### src/rtl/cartPkg.sv
package cartPkg;
  // Decoded access strobes, active high; index = {half, isRead}
  typedef struct packed {
    logic       win;
    logic [3:0] acc;   // 0: write $6, 1: read $6, 2: write $7, 3: read $7
  } accStrb_t;

  localparam int ACC_WR_LO = 0;
  localparam int ACC_RD_LO = 1;
  localparam int ACC_WR_HI = 2;
  localparam int ACC_RD_HI = 3;
endpackage

### src/rtl/cartControl.sv
module cartControl
  import cartPkg::*;
(
  input  logic     m2,
  input  logic     romSelN,
  input  logic     rnw,
  input  logic [2:0] addrTop,   // CPU A14..A12
  output accStrb_t strb
);
  logic winHit;

  assign winHit   = m2 && romSelN && addrTop[2] && addrTop[1];
  assign strb.win = winHit;

  for (genvar i = 0; i < 4; i++) begin : g_acc
    localparam bit HALF = (i / 2) == 1;
    localparam bit RD   = (i % 2) == 1;
    assign strb.acc[i] = winHit && (addrTop[0] == HALF) && (rnw == RD);
  end
endmodule

### src/rtl/cartDatapath.sv
module cartDatapath
  import cartPkg::*;
#(
  parameter int BANK_W  = 4,
  parameter int SLICE_W = 2
) (
  input  logic              clk,
  input  logic              rstN,
  input  logic              m2,
  input  logic              romSelN,
  input  accStrb_t          strb,
  input  logic [BANK_W-1:0] addrLo,
  input  logic [BANK_W-1:0] dataLo,
  output logic              flashCeN,
  output logic              prgRamCeN,
  output logic [SLICE_W-1:0] prgAddrHi,
  output logic [BANK_W-1:0] chrAddrHi
);
  localparam int DEV_BIT = BANK_W - 1;

  logic              m2Prev;
  logic              m2Fall;
  logic              capRd;
  logic              capWr;
  logic [BANK_W-1:0] capAddr;
  logic [BANK_W-1:0] capData;
  logic [BANK_W-1:0] prgBank;
  logic [BANK_W-1:0] chrBank;

  assign m2Fall = m2Prev && !m2;

  // Capture the access while M2 is high; the last capture is used at the fall.
  always_ff @(posedge clk or negedge rstN) begin
    if (!rstN) begin
      m2Prev  <= 1'b0;
      capRd   <= 1'b0;
      capWr   <= 1'b0;
      capAddr <= '0;
      capData <= '0;
    end else begin
      m2Prev <= m2;
      if (m2) begin
        capRd   <= strb.acc[ACC_RD_LO];
        capWr   <= strb.acc[ACC_WR_LO];
        capAddr <= addrLo;
        capData <= dataLo;
      end
    end
  end

  always_ff @(posedge clk or negedge rstN) begin
    if (!rstN) begin
      prgBank <= '0;
      chrBank <= '0;
    end else if (m2Fall) begin
      if (capRd) prgBank <= capAddr;
      if (capWr) chrBank <= capData;
    end
  end

  assign flashCeN  = !(!romSelN && !prgBank[DEV_BIT]);
  assign prgRamCeN = !(!romSelN &&  prgBank[DEV_BIT]);
  assign prgAddrHi = prgBank[SLICE_W-1:0];
  assign chrAddrHi = chrBank;
endmodule

### src/rtl/cartDecoder.sv
module cartDecoder
  import cartPkg::*;
#(
  parameter int ADDR_W  = 15,
  parameter int DATA_W  = 8,
  parameter int BANK_W  = 4,
  parameter int SLICE_W = 2
) (
  input  logic               clk,
  input  logic               rstN,
  input  logic               m2,
  input  logic               romSelN,
  input  logic               rnw,
  input  logic [ADDR_W-1:0]  addr,
  input  logic [DATA_W-1:0]  data,
  output logic               winSelN,
  output logic               bankRdN,
  output logic               bankWrN,
  output logic               netRdN,
  output logic               netWrN,
  output logic               flashCeN,
  output logic               prgRamCeN,
  output logic [SLICE_W-1:0] prgAddrHi,
  output logic [BANK_W-1:0]  chrAddrHi
);
  localparam int TOP_LSB = ADDR_W - 3;

  accStrb_t strb;
  logic     unusedBits;

  assign unusedBits = ^{addr[TOP_LSB-1:BANK_W], data[DATA_W-1:BANK_W]};

  cartControl u_ctrl (
    .m2      (m2),
    .romSelN (romSelN),
    .rnw     (rnw),
    .addrTop (addr[ADDR_W-1:TOP_LSB]),
    .strb    (strb)
  );

  cartDatapath #(.BANK_W(BANK_W), .SLICE_W(SLICE_W)) u_dp (
    .clk       (clk),
    .rstN      (rstN),
    .m2        (m2),
    .romSelN   (romSelN),
    .strb      (strb),
    .addrLo    (addr[BANK_W-1:0]),
    .dataLo    (data[BANK_W-1:0]),
    .flashCeN  (flashCeN),
    .prgRamCeN (prgRamCeN),
    .prgAddrHi (prgAddrHi),
    .chrAddrHi (chrAddrHi)
  );

  assign winSelN = !strb.win;
  assign bankRdN = !strb.acc[ACC_RD_LO];
  assign bankWrN = !strb.acc[ACC_WR_LO];
  assign netRdN  = !strb.acc[ACC_RD_HI];
  assign netWrN  = !strb.acc[ACC_WR_HI];
endmodule

### config.mk
export PLATFORM = sky130hd
export DESIGN_NAME = cartDecoder
export DESIGN_NICKNAME = d
export VERILOG_FILES = /design/src/rtl/cartPkg.sv /design/src/rtl/cartControl.sv /design/src/rtl/cartDatapath.sv /design/src/rtl/cartDecoder.sv
export SDC_FILE = /design/constraint.sdc
export NUM_CORES = 1
export LEC_CHECK = 0
export ABC_AREA = 1
export CAP_MARGIN = 20
export CELL_PAD_IN_SITES_DETAIL_PLACEMENT = 1
export CELL_PAD_IN_SITES_GLOBAL_PLACEMENT = 2
export CORE_UTILIZATION = 22
export CTS_BUF_LIST = sky130_fd_sc_hd__clkbuf_8
export DETAILED_ROUTE_END_ITERATION = 6
export PLACE_DENSITY_LB_ADDON = 0.1
export RECOVER_POWER = 25
export SLEW_MARGIN = 20
export SYNTH_ARGS = -nofsm -noshare
export SYNTH_HDL_FRONTEND = slang
export SYNTH_SLANG_ARGS = --single-unit
### constraint.sdc
create_clock -name clk -period 2.08 [get_ports clk]
set_input_delay 0.208 -clock clk [delete_from_list [all_inputs] [get_ports clk]]
set_output_delay 0.208 -clock clk [all_outputs]
set_load 0.05 [all_outputs]
==> results.md <==
* Fin. Hold Viols at 0
* Post-synth top flop: dfrtp_1
* Root Buffer: clkbuf_8
* WS Path Type: reg2out
* Die Ht at 58.4 um
* CP startpoint: u_dp.chrAddrHi[3]
* Type of the worst min-delay path: reg2reg
* Layout cell share with drive strength beyond 1 at 0.162
* Initial core utilization at 0.231
* Pwr/cell area at between 700 and 800 mW/mm^2
* Met2 usage at 0.164
* Final Cycle Share at 0.780
* Synthesized instance count at 75
* Worst slack at placement at 535 ps
* Yosys reg bits at 17
* Post-synth EDFFs at 0
* Number of routed nets with antenna violations at 0
* FILL cells at 355
* Final Setup Violations at 0
* Worst-Skew Late Latency at around 250 ps
* Gp weighted congestion at 0.654
* Xor/xnor share of the synthesized area at 0
* Wire length per cell at a little under 10 um
* Multi-input gate area at 209 sq um
* Status: completed
* Critical path's largest stage delay at around 810 ps
* FF-to-FF End: u_dp.chrAddrHi[0]
* Drt pass-1 iters at 3
* Crit path launch type: flip-flop
* R2r worst-path depth at 3
* Simple-Gate Fraction of Synth Area at 0.199
* Tightest hold margin at 491 ps
* Detailed placement HPWL at 1090 um
* GR Layer Usage met1 at 0.113
* Worst path buffer plus inverter count at 1
* Most common cell in the synthesized netlist: nand2_1
* Cts bufs inserted at 3
* H-tree depth at 1
* CP Depth at 1
* Remaining Overflow, GRT at 0
* Fin cells at 149
* Worst VDD drop at 0.000297 V
* Static Leak at 0.000481 uW
* Worst Setup Slack, final at 457 ps
* Adder-cell share of the synthesized area at 0
* Vias at 574
* CP Capture Type: output pin
* Max-cap violation count at 0
* CP Capture Point: chrAddrHi[3]
* Layout Utilization at 0.345
* Ys Warns at 0
* Seq/Total Area, Yosys at 0.608
* Ports at 41
* CTS Hold Bufs at 0
* FF/Latch Area at 425 sq um
* Slew at the pin with the worst max-slew slack at 900 ps
* Syn_area_per_cell at 9.33 sq um
* Port Buffers at 27
* Vias in the first global route at 590
* Worst-path clk slew at 60 ps
* DIE WIDTH at slightly below 60 um
* Worst path top cell family by delay: buffers and inverters
* Layout area overhead at 49.4%
* GRT Util Overall at 0.101
* RSZ-0062 raised after global routing: no
* Syn_nets at between 100 and 150
* Setup Total Neg Slack at 0 ps
* Fmax at 0.616 GHz
* Largest family of logic cells by synthesized area: simple AND/OR/NAND/NOR gates
* Die Footprint at 0.00341 sq mm
* Ant diodes at 0
* First-pass GRT wire length at 2500 um
* Clock buffer depth at 2
* Met3 usage at 0.0220
* Largest net degree at the start of global routing at 18
* Most Crowded Layer GR: met2
* Ys async rst share at 1.00
* Mapped cell area at 699 sq um
* Tmin final at roughly 1600 ps
* CTS tree: yes
* Synth Area in Compound Gates at 0.100
* Distinct cells, synth at 12
* Critical R2R Launch: u_dp.m2Prev
* Worst Path Max Fanout at 2
* Cell taking the most area after synthesis: dfrtp_1
* Iteration-0 DRC count of the detailed router at 15
* Slew Limit Fails at 0
* Critical Path AT at about 1400 ps
* Mux contribution to synthesized area at 0
* Post-CTS Setup Bufs at 0
* Post-synth top cells: 20 x nand2_1, 17 x dfrtp_1, 13 x o21ai_0
* Rows at 20
* Final layout net count at 134
* DRC Markers at 0
* Clk sinks at 17
* Vias per cell at about 3.9
* Initial antenna violation count at 0
* Top area cells in the synthesized netlist: dfrtp_1 61%, nand2_1 11%, o21ai_0 9.3%
* Slew HR at 0.400
* Post_cts resized at 0
* Crit-path cells: clkdlybuf4s50_1
* Worst EP required at about 1900 ps
* Share of the synthesized area in the top cell type at 0.608
* CP max stage cell: clkdlybuf4s50_1
* R2r setup slk at ~1300 ps
* Inst Count DP at 145
* Clk_skew at 1.12 ps
* Routed wire length at 1460 um
* Core area at 0.00303 sq mm
==> worst min path at each step <==
stage,depth (start not counted),to,from
after global routing,2,u_dp.capWr,u_dp.capWr
after detailed placement,2,u_dp.chrAddrHi[2],u_dp.chrAddrHi[2]
after global placement,2,u_dp.chrAddrHi[2],u_dp.chrAddrHi[2]
final,2,u_dp.prgBank[1],u_dp.prgBank[1]
after CTS,2,u_dp.capData[3],rstN
after floorplan,0,u_dp.capAddr[0],rstN
==> cell families (layout without fill, tap and decap cells) <==
| family | Yosys count | after routing |
|---|---|---|
| compound gates | 14 | 14 |
| buf+inv | 15 | 45 |
| flops | 17 | 17 |
| simple gates | 29 | 29 |
==> layout by cell type (no fill, tap or decap) <==
cell,instances
clkbuf_1,1
clkdlybuf4s50_1,19
nor2_4,1
nand3_1,4
nand2_1,20
o21ai_1,1
clkinv_2,1
clkbuf_8,3
o21ai_0,13
nand2_2,1
nand3_2,2
dfrtp_1,17
or2_2,1
inv_1,12
dlygate4sd3_1,1
buf_4,8
==> power breakdown <==
group	total (uW)	internal (uW)	switching [uW]	leakage, uW
sequential	379	364	15.6	0.000219
clock	242	133	110	0.0000255
combinational	198	74.7	124	0.000237
total	820	571	249	0.000481
==> worst register-to-register path: stages (launching register included) <==
cell and delay, ps:
dfrtp_1 370, nand3_2 170, nand2_1 90, o21ai_0 80
==> flip-flops by register name (all words and copies together), names as in the netlist <==
| signal | cells |
|---|---|
| u_dp.capData | 4 |
| u_dp.chrAddrHi | 4 |
| u_dp.capAddr | 3 |
| u_dp.prgBank | 3 |
| u_dp.capRd | 1 |
| u_dp.capWr | 1 |
| u_dp.m2Prev | 1 |
==> area by class of cell <==
| type | instances | area share |
|---|---|---|
| Multi-Input combinational cell | 43 | 0.200 |
| Tap cell | 44 | 0.0527 |
| Clock inverter | 1 | 0.00479 |
| Inverter | 12 | 0.0431 |
| Timing Repair Buffer | 29 | 0.253 |
| Sequential cell | 17 | 0.407 |
| Clock buffer | 3 | 0.0395 |
==> metal layers <==
layer / wire length (um) / share of wire
met1: 646 / 0.44
met2: 678 / 0.47
met3: 86 / 0.059
met4: 47 / 0.032
met5: 0 / 0
==> per-stage QoR <==
step	power, uW	area, sq um
3_5_place_dp	588	1000
5_1_grt	866	1040
4_1_cts	841	1050
3_3_place_gp	584	1000
6_report	820	1040
2_1_floorplan	506	699
No activity file was read; power rests on OpenSTA's default activity.
